**src/rtl/flash_cmd_pkg.sv**
```systemverilog
package flash_cmd_pkg;
  localparam int DATA_W = 8;
  localparam int CNT_W  = 4;
  localparam int DIV_W  = 3;

  localparam logic [3:0] A_OPCODE = 4'h0;
  localparam logic [3:0] A_COUNT  = 4'h1;
  localparam logic [3:0] A_CTRL   = 4'h2;
  localparam logic [3:0] A_PORT   = 4'hC;
  localparam logic [3:0] A_STATUS = 4'hD;

  // system clocks per SCLK half-period for a rate code
  function automatic logic [DIV_W-1:0] rate_divisor(input logic [1:0] code);
    case (code)
      2'd1:    rate_divisor = DIV_W'(2);
      2'd2:    rate_divisor = DIV_W'(3);
      default: rate_divisor = DIV_W'(4);
    endcase
  endfunction

  // a byte count field saturates at the limit
  function automatic logic [CNT_W:0] limit_count(input logic [CNT_W-1:0] raw,
                                                 input int unsigned lim);
    limit_count = (int'(raw) > lim) ? (CNT_W+1)'(lim) : {1'b0, raw};
  endfunction
endpackage

```
**src/rtl/flash_cmd_clkdiv.sv**
```systemverilog
module flash_cmd_clkdiv
  import flash_cmd_pkg::*;
(
  input  logic             clk,
  input  logic             rst_n,
  input  logic             run,
  input  logic [DIV_W-1:0] div,
  output logic             tick
);
  logic [DIV_W-1:0] cnt;

  assign tick = run && (cnt == div - DIV_W'(1));

  always_ff @(posedge clk or negedge rst_n) begin
    if (!rst_n)        cnt <= '0;
    else if (!run)     cnt <= '0;
    else if (tick)     cnt <= '0;
    else               cnt <= cnt + DIV_W'(1);
  end

  // half-period counter stays inside the selected divisor
  assert_div_in_range_R9: assert property (@(posedge clk) disable iff (!rst_n)
    run |-> (cnt < div));
endmodule

```
**src/rtl/flash_cmd_ring.sv**
```systemverilog
module flash_cmd_ring
  import flash_cmd_pkg::*;
#(
  parameter int DEPTH = 8,
  localparam int PTR_W = $clog2(DEPTH)
)(
  input  logic              clk,
  input  logic              rst_n,
  input  logic              clr,
  input  logic              push,
  input  logic              pop,
  input  logic [DATA_W-1:0] wdata,
  input  logic              eng_wr,
  input  logic [DATA_W-1:0] eng_data,
  output logic [PTR_W-1:0]  ptr,
  output logic [DATA_W-1:0] cur,
  output logic [DATA_W-1:0] nxt
);
  logic [DATA_W-1:0] mem [DEPTH];

  function automatic logic [PTR_W-1:0] step(input logic [PTR_W-1:0] p);
    step = (int'(p) == DEPTH-1) ? '0 : p + PTR_W'(1);
  endfunction

  assign cur = mem[ptr];
  assign nxt = mem[step(ptr)];

  always_ff @(posedge clk or negedge rst_n) begin
    if (!rst_n) begin
      ptr <= '0;
      for (int i = 0; i < DEPTH; i++) mem[i] <= '0;
    end else if (clr) begin
      ptr <= '0;
    end else if (eng_wr) begin
      mem[ptr] <= eng_data;
      ptr      <= step(ptr);
    end else if (push) begin
      mem[ptr] <= wdata;
      ptr      <= step(ptr);
    end else if (pop) begin
      ptr      <= step(ptr);
    end
  end

  assert_ptr_clear_R5: assert property (@(posedge clk) disable iff (!rst_n)
    clr |=> (ptr == '0));
  assert_slot_advance_R7: assert property (@(posedge clk) disable iff (!rst_n)
    (eng_wr && !clr) |=> (ptr == step($past(ptr))));
  assert_slot_stored_R7: assert property (@(posedge clk) disable iff (!rst_n)
    (eng_wr && !clr) |=> (mem[$past(ptr)] == $past(eng_data)));
endmodule

```
**src/rtl/flash_cmd_shifter.sv**
```systemverilog
module flash_cmd_shifter
  import flash_cmd_pkg::*;
(
  input  logic              clk,
  input  logic              rst_n,
  input  logic              exec_req,
  input  logic [DATA_W-1:0] opcode,
  input  logic [CNT_W:0]    total,
  input  logic [1:0]        rate,
  input  logic              tick,
  input  logic [DATA_W-1:0] ring_cur,
  input  logic [DATA_W-1:0] ring_nxt,
  input  logic              miso,
  output logic              busy,
  output logic [DIV_W-1:0]  div,
  output logic              eng_wr,
  output logic [DATA_W-1:0] eng_data,
  output logic              sclk,
  output logic              cs_n,
  output logic              mosi
);
  logic [DATA_W-1:0] sh, rx;
  logic [3:0]        half;
  logic              in_op;
  logic [CNT_W:0]    left;
  logic              byte_end, finish;

  assign byte_end = busy && tick && (half == 4'd15);
  assign finish   = byte_end && (in_op ? (left == '0) : (left == (CNT_W+1)'(1)));
  assign eng_wr   = byte_end && !in_op;
  assign eng_data = rx;
  assign mosi     = busy & sh[DATA_W-1];

  always_ff @(posedge clk or negedge rst_n) begin
    if (!rst_n) begin
      busy <= 1'b0; cs_n <= 1'b1; sclk <= 1'b0; in_op <= 1'b0;
      sh <= '0; rx <= '0; half <= '0; left <= '0; div <= DIV_W'(4);
    end else if (!busy) begin
      if (exec_req) begin
        busy  <= 1'b1;
        cs_n  <= 1'b0;
        sh    <= opcode;
        in_op <= 1'b1;
        half  <= '0;
        left  <= total;
        div   <= rate_divisor(rate);
      end
    end else if (tick) begin
      half <= half + 4'd1;
      if (!half[0]) begin
        sclk <= 1'b1;
        rx   <= {rx[DATA_W-2:0], miso};
      end else begin
        sclk <= 1'b0;
        if (finish) begin
          busy <= 1'b0;
          cs_n <= 1'b1;
        end else if (half == 4'd15) begin
          if (in_op) begin
            in_op <= 1'b0;
            sh    <= ring_cur;
          end else begin
            left  <= left - (CNT_W+1)'(1);
            sh    <= ring_nxt;
          end
        end else begin
          sh <= {sh[DATA_W-2:0], 1'b0};
        end
      end
    end
  end

  assert_sclk_idle_low_R8: assert property (@(posedge clk) disable iff (!rst_n)
    cs_n |-> !sclk);
  assert_cs_release_R8: assert property (@(posedge clk) disable iff (!rst_n)
    $fell(busy) |-> (cs_n && !sclk));
  assert_sclk_on_tick_R9: assert property (@(posedge clk) disable iff (!rst_n)
    (busy && !tick) |=> $stable(sclk));
  assert_mosi_steady_high_R8: assert property (@(posedge clk) disable iff (!rst_n)
    (busy && sclk && !tick) |=> $stable(mosi));
  assert_restart_ignored_R11: assert property (@(posedge clk) disable iff (!rst_n)
    (busy && exec_req && !finish) |=> (busy && $stable(div)));
endmodule

```
**src/rtl/flash_cmd_engine.sv**
```systemverilog
module flash_cmd_engine
  import flash_cmd_pkg::*;
#(
  parameter int RING_DEPTH = 8,
  parameter int MAX_COUNT  = 8,
  localparam int PTR_W = $clog2(RING_DEPTH)
)(
  input  logic        clk,
  input  logic        rst_n,
  input  logic [3:0]  reg_addr,
  input  logic        reg_wr,
  input  logic        reg_rd,
  input  logic [7:0]  reg_wdata,
  output logic [7:0]  reg_rdata,
  output logic        spi_sclk,
  output logic        spi_cs_n,
  output logic        spi_mosi,
  input  logic        spi_miso
);
  logic [DATA_W-1:0] op_reg, cnt_reg;
  logic [1:0]        rate_reg;
  logic              busy, tick, eng_wr;
  logic [DIV_W-1:0]  div;
  logic [DATA_W-1:0] eng_data, ring_cur, ring_nxt;
  logic [PTR_W-1:0]  ptr;
  logic              wr_ctrl, exec_req, ptr_clr, push, pop;
  logic [CNT_W:0]    total;

  assign wr_ctrl  = reg_wr && (reg_addr == A_CTRL);
  assign exec_req = wr_ctrl && reg_wdata[0];
  assign ptr_clr  = wr_ctrl && reg_wdata[4] && !busy;
  assign push     = reg_wr && (reg_addr == A_PORT) && !busy;
  assign pop      = reg_rd && (reg_addr == A_PORT) && !busy;
  assign total    = limit_count(cnt_reg[CNT_W-1:0], MAX_COUNT)
                  + limit_count(cnt_reg[DATA_W-1:CNT_W], MAX_COUNT);

  always_ff @(posedge clk or negedge rst_n) begin
    if (!rst_n) begin
      op_reg <= '0; cnt_reg <= '0; rate_reg <= 2'd1;
    end else if (reg_wr) begin
      case (reg_addr)
        A_OPCODE: op_reg   <= reg_wdata;
        A_COUNT:  cnt_reg  <= reg_wdata;
        A_STATUS: rate_reg <= reg_wdata[5:4];
        default: ;
      endcase
    end
  end

  always_comb begin
    case (reg_addr)
      A_OPCODE: reg_rdata = op_reg;
      A_COUNT:  reg_rdata = cnt_reg;
      A_CTRL:   reg_rdata = {7'd0, busy};
      A_PORT:   reg_rdata = ring_cur;
      A_STATUS: reg_rdata = {2'd0, rate_reg, 1'b0, 3'(ptr)};
      default:  reg_rdata = '0;
    endcase
  end

  flash_cmd_clkdiv u_div (
    .clk(clk), .rst_n(rst_n), .run(busy), .div(div), .tick(tick)
  );

  flash_cmd_ring #(.DEPTH(RING_DEPTH)) u_ring (
    .clk(clk), .rst_n(rst_n), .clr(ptr_clr), .push(push), .pop(pop),
    .wdata(reg_wdata), .eng_wr(eng_wr), .eng_data(eng_data),
    .ptr(ptr), .cur(ring_cur), .nxt(ring_nxt)
  );

  flash_cmd_shifter u_shift (
    .clk(clk), .rst_n(rst_n), .exec_req(exec_req), .opcode(op_reg),
    .total(total), .rate(rate_reg), .tick(tick), .ring_cur(ring_cur),
    .ring_nxt(ring_nxt), .miso(spi_miso), .busy(busy), .div(div),
    .eng_wr(eng_wr), .eng_data(eng_data), .sclk(spi_sclk),
    .cs_n(spi_cs_n), .mosi(spi_mosi)
  );

  assert_exec_sets_busy_R6: assert property (@(posedge clk) disable iff (!rst_n)
    (exec_req && !busy) |=> busy);
  assert_ptr_frozen_busy_R7: assert property (@(posedge clk) disable iff (!rst_n)
    (busy && !eng_wr) |=> $stable(ptr));
endmodule

```
**config.mk**
```make
export PLATFORM = sky130hd
export DESIGN_NAME = flash_cmd_engine
export DESIGN_NICKNAME = d
export VERILOG_FILES = /design/src/rtl/flash_cmd_pkg.sv /design/src/rtl/flash_cmd_clkdiv.sv /design/src/rtl/flash_cmd_ring.sv /design/src/rtl/flash_cmd_shifter.sv /design/src/rtl/flash_cmd_engine.sv
export SDC_FILE = /design/constraint.sdc
export NUM_CORES = 1
export LEC_CHECK = 0
export CAP_MARGIN = 30
export CORE_MARGIN = 2
export CORE_UTILIZATION = 60
export DETAILED_ROUTE_END_ITERATION = 8
export PLACE_DENSITY_LB_ADDON = 0.12
export SLEW_MARGIN = 20
export SYNTH_ARGS = -nofsm -noshare
export SYNTH_HDL_FRONTEND = slang
export SYNTH_SLANG_ARGS = --single-unit
```
**constraint.sdc**
```tcl
create_clock -name clk -period 3.2 [get_ports clk]
set_clock_uncertainty 0.2 [all_clocks]
set_input_delay 0.64 -clock clk [delete_from_list [all_inputs] [get_ports clk]]
set_output_delay 0.64 -clock clk [all_outputs]
set_load 0.01 [all_outputs]
```
==> Yosys cells after proc, flatten, opt, wreduce, memory -nomap -nowiden <==
Index checks and enable logic that the tools add are counted.
{ "op_classes": {"add_sub_neg": 6, "magnitude_cmp": 5, "n_eq_ne": 16, "n_mux": 58, "bitwise_logic": 6, "n_reduce_logical": 33} }
{ "ops": {"columns": ["cell", "count"], "rows": [
  ["64-bit bitwise mux", 2],
  ["64-bit 2-to-1 mux", 2],
  ["8-bit 2-to-1 mux", 12],
  ["8-bit binary-select mux with 3-bit select", 2],
  ["8-bit one-hot mux with 5 select lines", 1],
  ["5-bit 2-to-1 mux", 7],
  ["8-bit demux with 3-bit select", 1],
  ["3-bit 2-to-1 mux", 7],
  ["4-bit 2-to-1 mux", 5],
  ["1-bit 2-to-1 mux", 18],
  ["1-bit logical AND", 14],
  ["2-bit AND reduction", 7],
  ["4-bit equality test (second input constant)", 3],
  ["2-bit inequality test (second input constant)", 5],
  ["4-bit greater-or-equal comparator (second input constant)", 2],
  ["4-bit > comparator (second input constant)", 2],
  ["3-bit NOT with 4-bit output", 2],
  ["4-bit AND reduction", 2],
  ["3-bit by 1-bit adder with 3-bit output (second input constant)", 2],
  ["3-bit one-hot mux with 2 select lines", 1],
  ["6-bit AND reduction", 1],
  ["4-bit by 4-bit adder with 5-bit output", 1],
  ["5-bit by 1-bit equality test with 1-bit output (second input constant)", 1],
  ["5-bit zero test", 1],
  ["19 further kinds", 23]
]} }
{ "word_totals": {"register_bits": 120, "out_inout_bits": 11} }

==> Longest topological paths before layout <==
Gate-level depths: netlist of the first run.
{ "logic_depth": {"word_depth": 12, "ltp_mapped": 10, "depth_no_buf": 9} }

==> Modules after synthesis <==
Synthesis of the first run repeated with hierarchy kept, for this count alone.
{ "hier_totals": {"hier_cells": 620, "area_unflattened_um2": 7114.3} }
{ "by_module_without_submodules": {"columns": ["module", "instances", "cells_per_inst", "area_each_um2", "seq_area_each_um2"], "rows": [
  ["flash_cmd_ring", 1, 329, 3867.5, 1676.6],
  ["flash_cmd_shifter", 1, 167, 1818.0, 803.3],
  ["flash_cmd_engine", 1, 103, 1207.4, 451.7],
  ["flash_cmd_clkdiv", 1, 21, 221.5, 75.1]
]} }

==> Worst setup path before layout of the first run <==
No wires, ideal clock.
{ "synth_path": {"path_type": "register to output", "startpoint": "reg u_ring.ptr[1]", "endpoint": "out reg_rdata[5]", "t_arrival_ns": 1.742, "path_slack_ns": 0.618, "stages_incl_launch_ff": 9, "path_buffers": 2, "path_cell_list": "dfrtp_1 -> buf_2 -> buf_2 -> mux2_2 -> a22oi_1 -> a21o_1 -> a21oi_1 -> a21oi_1 -> o21ai_0"} }
{ "synth_via": {"elab_chain_len": 5} }
{ "synth_rtl": {"columns": ["item", "line_no", "source"], "rows": [
  ["start: declaration", "flash_cmd_ring.sv:15", "output logic [PTR_W-1:0] ptr,"],
  ["start signal: assignment", "flash_cmd_ring.sv:36", "ptr <= step(ptr);"],
  ["start signal: assignment", "flash_cmd_ring.sv:39", "ptr <= step(ptr);"],
  ["start signal: assignment", "flash_cmd_ring.sv:41", "ptr <= step(ptr);"],
  ["3-bit NOT with 4-bit output (not written as such)", "flash_cmd_ring.sv:25", "assign cur = mem[ptr];"],
  ["8-bit binary-select mux with 3-bit select", "flash_cmd_ring.sv:25", null],
  ["8-bit 2-to-1 mux (not written as such) (2 in a row)", "flash_cmd_ring.sv:25", null],
  ["8-bit one-hot mux with 5 select lines", "flash_cmd_engine.sv:51", "case (reg_addr)"],
  ["end: declaration", "flash_cmd_engine.sv:14", "output logic [7:0] reg_rdata,"]
]} }
Every way passes these cells. The select of a mux whose other input is x is not followed.

==> Worst setup path in the final report of the first run <==
Ends and elaborated chain as after synthesis.

==> flow_metrics.env, run 1 <==
export IMPL_status="finished with violations"
export IMPL_violations="setup timing"
export IMPL_clock_latency_ns=0.54
export IMPL_final_nets=750
export IMPL_synth_edff_count=0
export IMPL_peakVddDrop_mv=0.519
export IMPL_synth_area_leaders="dfrtp_1 (44%), mux4_2 (7.0%), nand2_1 (5.9%)"
export IMPL_cts_max_level=4
export IMPL_port_buffers=27
export IMPL_fin_crit_sh_pct=100
export IMPL_antennaDiodeCount=0
export IMPL_end_kind="primary output"
export IMPL_min_path_type="flop to flop"
export IMPL_cp_required_ns=2.36
export IMPL_ant_nets=0
export IMPL_fmax_mhz=312
export IMPL_grt_max_degree=51
export IMPL_grt_pass1_wl_um=30200
export IMPL_drt_first_pass_iters=5
export IMPL_grt_ovfl_total=0
export IMPL_cts_root_buf="clkbuf_8"
export IMPL_p_leak_uw=0.00344
export IMPL_worstSetupStartpoint="u_ring.ptr[1]"
export IMPL_core_rowCount=38
export IMPL_synth_top_flop_cell="dfrtp_1"
export IMPL_gr_usage_all_layers_pct=34.3
export IMPL_syn_inst=650
export IMPL_seq_area_frac_synth_pct=44.8
export IMPL_worstSetupPathType="flop to primary output"
export IMPL_rsz0062_at_grt="true"
export IMPL_cp_start_kind="flop"
export IMPL_tritoncts="yes"
export IMPL_dieArea_um2=12000
export IMPL_viasPerCell=6.38
export IMPL_drv_slew=0
export IMPL_multi_input_area_um2=3480
export IMPL_first_global_vias=5642
export IMPL_grt_util_met1_pct=44.8
export IMPL_syn_num_nets=681
export IMPL_tightestPinTransition_ns=0.622
export IMPL_netlist_area_um2=6710
export IMPL_core_um2=10900
export IMPL_cp_arrival_ns=2.37
export IMPL_io_pins=28
export IMPL_r2r_start="u_ring.ptr[1]"
export IMPL_die_x_um=110
export IMPL_setup_viol=1
export IMPL_cts_made_buffers=17
export IMPL_post_route_min_period_ns=3.21
export IMPL_pwr_density_cell_nw_per_um2=787
export IMPL_die_h_um=110
export IMPL_worst_slack_ns=-0.00511
export IMPL_worstHoldStart="u_shift.div[2]"
export IMPL_grtUsageMet2_pct=55.3
export IMPL_vias=5567
export IMPL_met3_usage_pct=8.18
export IMPL_top_usage_layer="met2"
export IMPL_cts_buffer_depth=2
export IMPL_maxCapViolCount=0
export IMPL_fin_area_um2=8150
export IMPL_area_growth_pct=21.5
export IMPL_synth_largest_area_cell="dfrtp_1"
export IMPL_place_congestion=0.914
export IMPL_dp_hpwl_um=13200
export IMPL_cts_sinks=120
export IMPL_initial_core_util_pct=61.6
export IMPL_synth_seq_cells=120
export IMPL_drive_gt1_share_pct=25.3
export IMPL_ff2ff_setup_slack_ns=0.11
export IMPL_syn_area_per_cell_um2=10.3
export IMPL_synth_async_reset_ratio_pct=100
export IMPL_num_fill_cells=757
export IMPL_largest_register_ffs=64
export IMPL_wirelength_um=19000
export IMPL_path_max_fanout=4
export IMPL_drcViolationCount=0
export IMPL_top_register="u_ring.mem"
export IMPL_timing_slew_headroom_pct=57.3
export IMPL_final_core_util_pct=74.8
export IMPL_ys_warnings_count=0
export IMPL_post_drt_wl_per_cell_um=21.8
export IMPL_seqCellArea_um2=3010
export IMPL_yosys_cell_types_count=67
export IMPL_dpl_cell_area_um2=7370
export IMPL_antenna_found_initial=0
export IMPL_drt_initial_drc_count=575
export IMPL_clk_pin_slew_ns=0.06
export IMPL_total_power_uw=6420
export IMPL_hold_violations=0
export IMPL_synth_top_area_share_pct=43.6
[per-stage QoR]
| step | worst slack, ns | hold WS [ns] | TNS [ns] | std cells |
|---|---|---|---|---|
| 2_1_floorplan | 0.618 | 0.144 | 0 | 650 |
| 3_3_place_gp | -0.116 | 0.252 | -0.397 | 831 |
| 3_5_place_dp | -0.125 | 0.255 | -0.512 | 831 |
| 4_1_cts | -0.0550 | 0.265 | -0.0659 | 871 |
| 5_1_grt | -0.0805 | 0.296 | -0.168 | 872 |
| 6_report | -0.00511 | 0.263 | -0.00511 | 872 |
[cell usage after synthesis (all sizes together) (2+ instances only)]
cell and n:
dfrtp 117, nand2 108, o21ai 95, mux2 29
buf 28, mux2i 27, a21oi 26, nor2 25
mux4 21, nand3 21, inv 14, nor2b 14
ha 13, clkbuf 10, a21o 7, a22oi 6
a31oi 6, nand2b 6, o211ai 6, nand4 5
a221o 4, and2 4, nor3 4, nor4 4
or2 4, xnor2 4, a221oi 3, a32oi 3
dfstp 3, nand3b 3, nor3b 3, a211oi 2
and4 2, nand4b 2, o2111ai 2, o21a 2
o22ai 2, xor2 2
[logic make-up (layout without fill, tap and decap cells)]
kind of cell	after synthesis	after routing	synth area share (%)
flops	120	120	44.8
mux	77	77	16.0
fa+ha+maj	14	14	2.72
buf+inv	53	135	4.18
compound gates	171	171	15.3
xor+xnor	7	7	1.14
simple gates	208	208	15.8
[layout by cell type, fill, tap and decap left out, types with 4 or more instances in the layout]
cell type and count:
dfrtp_1 114, nand2_1 106, o21ai_0 68, buf_4 50, mux2_2 29, o21ai_1 27, mux2i_1 24, a21oi_1 22
mux4_2 21, nor2_1 21, clkdlybuf4s50_1 18, nand3_1 17, clkbuf_16 16, inv_1 14, nor2b_1 13, ha_1 13
a21o_1 7, nand2b_1 6, a22oi_1 6, o211ai_1 6, a31oi_1 6, buf_12 6, a221o_1 4, nor2_2 4
a21oi_2 4, xnor2_1 4, or2_2 4, bufinv_16 4, buf_2 4, buf_6 4
[path summary, 6_finish.rpt]
kind                                  end  cells past startpoint
min in group asynchronous  u_ring.mem[47]                      2
max reg2reg                 u_shift.sh[4]                     11
min                        u_shift.div[2]                      2
max in group asynchronous    u_shift.cs_n                      3
max                          reg_rdata[5]                      8
min reg2reg                u_shift.div[2]                      2
[worst max-delay path, cell delays in order (launching register included)]
cell and delay, ns:
dfrtp_2 0.43, buf_6 0.13, mux4_2 0.51, nor2_2 0.11, a21o_1 0.20, a21oi_2 0.09, a21oi_2 0.13, o21ai_1 0.07
buf_2 0.14
[power breakdown]
part,internal [uW],leakage (uW),switching [uW]
Clock,1280,0.000291,702
Combinational,1060,0.00159,1200
Sequential,1840,0.00156,327
Total,4190,0.00344,2230
[per-layer routing]
layer | routed length, um | up-vias
li1 | - | 2506
met1 | 7970 | 2798
met2 | 9300 | 221
met4 | 523 | 0
met3 | 1220 | 42
met5 | 0 | -
[final cells by class]
cell class | instances | share of cell area (%)
Inverter | 15 | 0.691
Sequential cell | 120 | 36.9
Clock inverter | 12 | 2.15
Clock buffer | 20 | 5.34
Timing Repair Buffer | 88 | 9.98
Tap cell | 140 | 2.15
Multi-Input combinational cell | 477 | 42.7
[what timing repair did]
action,CTS,global route
gates resized for setup,37,18
hold buffers,1,0
pin swaps,0,5
setup buffers,5,2
cloned,2,0
endpoints found under the setup margin,8,8
hold endpoints to repair,47,0
Power figures use the tool's default switching activity.
==> inputs of run 2 (changes only) <==
--- a/config.mk
+++ b/config.mk
@@ -9,8 +9,8 @@
 export CORE_MARGIN = 2
 export CORE_UTILIZATION = 60
 export DETAILED_ROUTE_END_ITERATION = 8
+export DONT_BUFFER_PORTS = 1
 export PLACE_DENSITY_LB_ADDON = 0.12
-export SLEW_MARGIN = 20
 export SYNTH_ARGS = -nofsm -noshare
 export SYNTH_HDL_FRONTEND = slang
 export SYNTH_SLANG_ARGS = --single-unit
==> run 2 against run 1 <==
Against the previous run:
- the flow finishes with violations (hold timing)
- worst setup slack better by 0.036 ns
- via count is 3.6% lower
- first-iteration DRC count is 2.4% lower
- die area stayed put
- sequential share of layout area is 2.7 points higher
- critical endpoint is now reg_rdata[6]
- largest power group is now registers
==> flow_metrics.env, run 2 (same netlist as run 1, synthesis figures left out) <==
export IMPL_core_rowCount=38
export IMPL_cts_max_level=4
export IMPL_place_congestion=0.953
export IMPL_r2r_start="u_shift.div[0]"
export IMPL_worstRegToRegCells=7
export IMPL_port_buffers=0
export IMPL_setup_viol=0
export IMPL_wirelength_um=18100
export IMPL_io_pins=28
export IMPL_tritoncts="yes"
export IMPL_place_inst=783
export IMPL_multi_input_area_um2=3430
export IMPL_hold_violations=120
export IMPL_first_global_vias=5239
export IMPL_drive_gt1_share_pct=20.9
export IMPL_final_common_cell="dfrtp_1"
export IMPL_drt_first_pass_iters=5
export IMPL_viasPerCell=6.56
export IMPL_fin_crit_sh_pct=99.0
export IMPL_dieArea_um2=12000
export IMPL_grt_pass1_wl_um=28100
export IMPL_die_h_um=110
export IMPL_pwr_density_cell_nw_per_um2=801
export IMPL_clock_latency_ns=0.54
export IMPL_antenna_found_initial=0
export IMPL_clk_pin_slew_ns=0.06
export IMPL_drv_slew=0
export IMPL_timing_slew_headroom_pct=60.6
export IMPL_fmax_mhz=316
export IMPL_post_drt_wl_per_cell_um=22.1
export IMPL_cts_root_buf="clkbuf_8"
export IMPL_maxCapViolCount=0
export IMPL_final_cell_mix="dfrtp_1 (114), nand2_1 (106), o21ai_0 (74), buf_4 (32), mux2_2 (29)"
export IMPL_vias=5368
export IMPL_cts_buffer_depth=2
export IMPL_pre_cts_slack_ns=0.400
export IMPL_ff2ff_setup_slack_ns=0.31
export IMPL_cts_sinks=120
export IMPL_die_x_um=110
export IMPL_p_sw_share_pct=33.4
export IMPL_intPower_uw=4050
export IMPL_worstSetupPathType="flop to primary output"
export IMPL_gr_usage_all_layers_pct=32.1
export IMPL_fin_area_um2=7600
export IMPL_antennaDiodeCount=0
export IMPL_end_kind="primary output"
export IMPL_post_route_min_period_ns=3.17
export IMPL_dpl_cell_area_um2=6920
export IMPL_initial_core_util_pct=61.6
export IMPL_final_nets=698
export IMPL_drt_initial_drc_count=561
export IMPL_power_frac_comb_pct=31.4
export IMPL_path_max_fanout=17
export IMPL_min_path_type="input pin to asynchronous set/reset pin"
export IMPL_core_um2=10900
export IMPL_top_register="u_ring.mem"
export IMPL_cp_required_ns=2.36
export IMPL_dp_hpwl_um=12400
export IMPL_grt_ovfl_total=0
export IMPL_cp_start_kind="flop"
export IMPL_clkPwrFrac_pct=32.5
export IMPL_seqCellArea_um2=3010
export IMPL_total_power_uw=6080
export IMPL_cp_arrival_ns=2.33
export IMPL_final_cells=818
export IMPL_whs_ns=-0.406
export IMPL_violations="hold timing"
export IMPL_worst_slack_ns=0.0314
export IMPL_tightestPinTransition_ns=0.574
export IMPL_area_growth_pct=13.3
export IMPL_largest_register_ffs=64
export IMPL_cts_made_buffers=17
export IMPL_p_leak_uw=0.00319
export IMPL_r2r_end="u_ring.mem[3]"
export IMPL_grt_max_degree=121
export IMPL_peakVddDrop_mv=0.566
export IMPL_ant_nets=0
export IMPL_sequentialPowerShare_pct=36.1
export IMPL_num_fill_cells=804
export IMPL_power_switching_uw=2030
export IMPL_status="finished with violations"
export IMPL_drcViolationCount=0
[run 2: cell types whose count changed in the layout (fill, tap and decap cells not counted), moves of 4 or more]
| cell | previous run | this run |
|---|---|---|
| buf_2 | 4 | 0 |
| a21oi_1 | 22 | 26 |
| o21ai_0 | 68 | 74 |
| a21oi_2 | 4 | 0 |
| o21ai_1 | 27 | 21 |
| buf_4 | 50 | 32 |
| buf_12 | 6 | 2 |
| clkdlybuf4s50_1 | 18 | 0 |
[run 2: worst max-delay path by stage]
stage                         from              to  slack (ns)  cells past startpoint
global placement    u_shift.div[0]   u_ring.mem[3]        0.43                      7
CTS                  u_ring.ptr[2]    reg_rdata[1]        0.01                      5
floorplan            u_ring.ptr[1]    reg_rdata[5]        0.62                      8
global route         u_ring.ptr[2]    reg_rdata[6]       -0.01                      6
detailed placement  u_shift.div[0]  u_ring.mem[27]        0.40                      7
finish               u_ring.ptr[2]    reg_rdata[6]        0.03                      6
[run 2: power by group through the flow]
stage	sequential (uW)	clock, uW	combinational, uW
final	2200	1980	1910
after global routing	2230	2070	2070
after CTS	2190	1990	1840
after detailed placement	2190	0	1810
after global placement	2180	0	1750
after floorplan	2050	0	1440
[run 2: through the flow]
step                      setup TNS (ns)  util, %  hold slack (ns)
after floorplan                        0        -            0.144
after global placement                 0     63.5            0.151
after detailed placement               0     63.5            0.151
after CTS                              0     69.2           -0.411
after global routing            -0.00984     69.8           -0.427
final                                  0     69.8           -0.406
[run 2: per-layer routing]
metal | global-route usage [%] | part of all wire, %
met1 | 41.4 | 42
met2 | 50.3 | 48
met3 | 10.1 | 7.4
met4 | 13.5 | 3.1
met5 | 0 | 0
[run 2: worst max-delay path: stages (launching register included)]
cell and delay, ns:
dfrtp_2 0.42, buf_12 0.18, mux2_2 0.35, a21oi_1 0.22, a2bb2oi_2 0.25, o21ai_0 0.17
buf_4 0.18
[run 2: timing repair]
item / 4_1_cts / 5_1_grt
setup endpoints to repair: 8 / 6
gates cloned: 0 / 1
hold endpoints to repair: 120 / 120
buffers inserted: 0 / 4
resized for setup: 4 / 3
pin swaps: 0 / 1
[run 2: layout make-up]
cell class / count / share of cell area [%]
multi-input cells: 477 / 45.2
flip-flops and latches: 120 / 39.6
clock buffers: 22 / 6.09
repair buffers: 36 / 4.17
well taps: 140 / 2.30
clock inverters: 8 / 1.91
inverters: 15 / 0.741
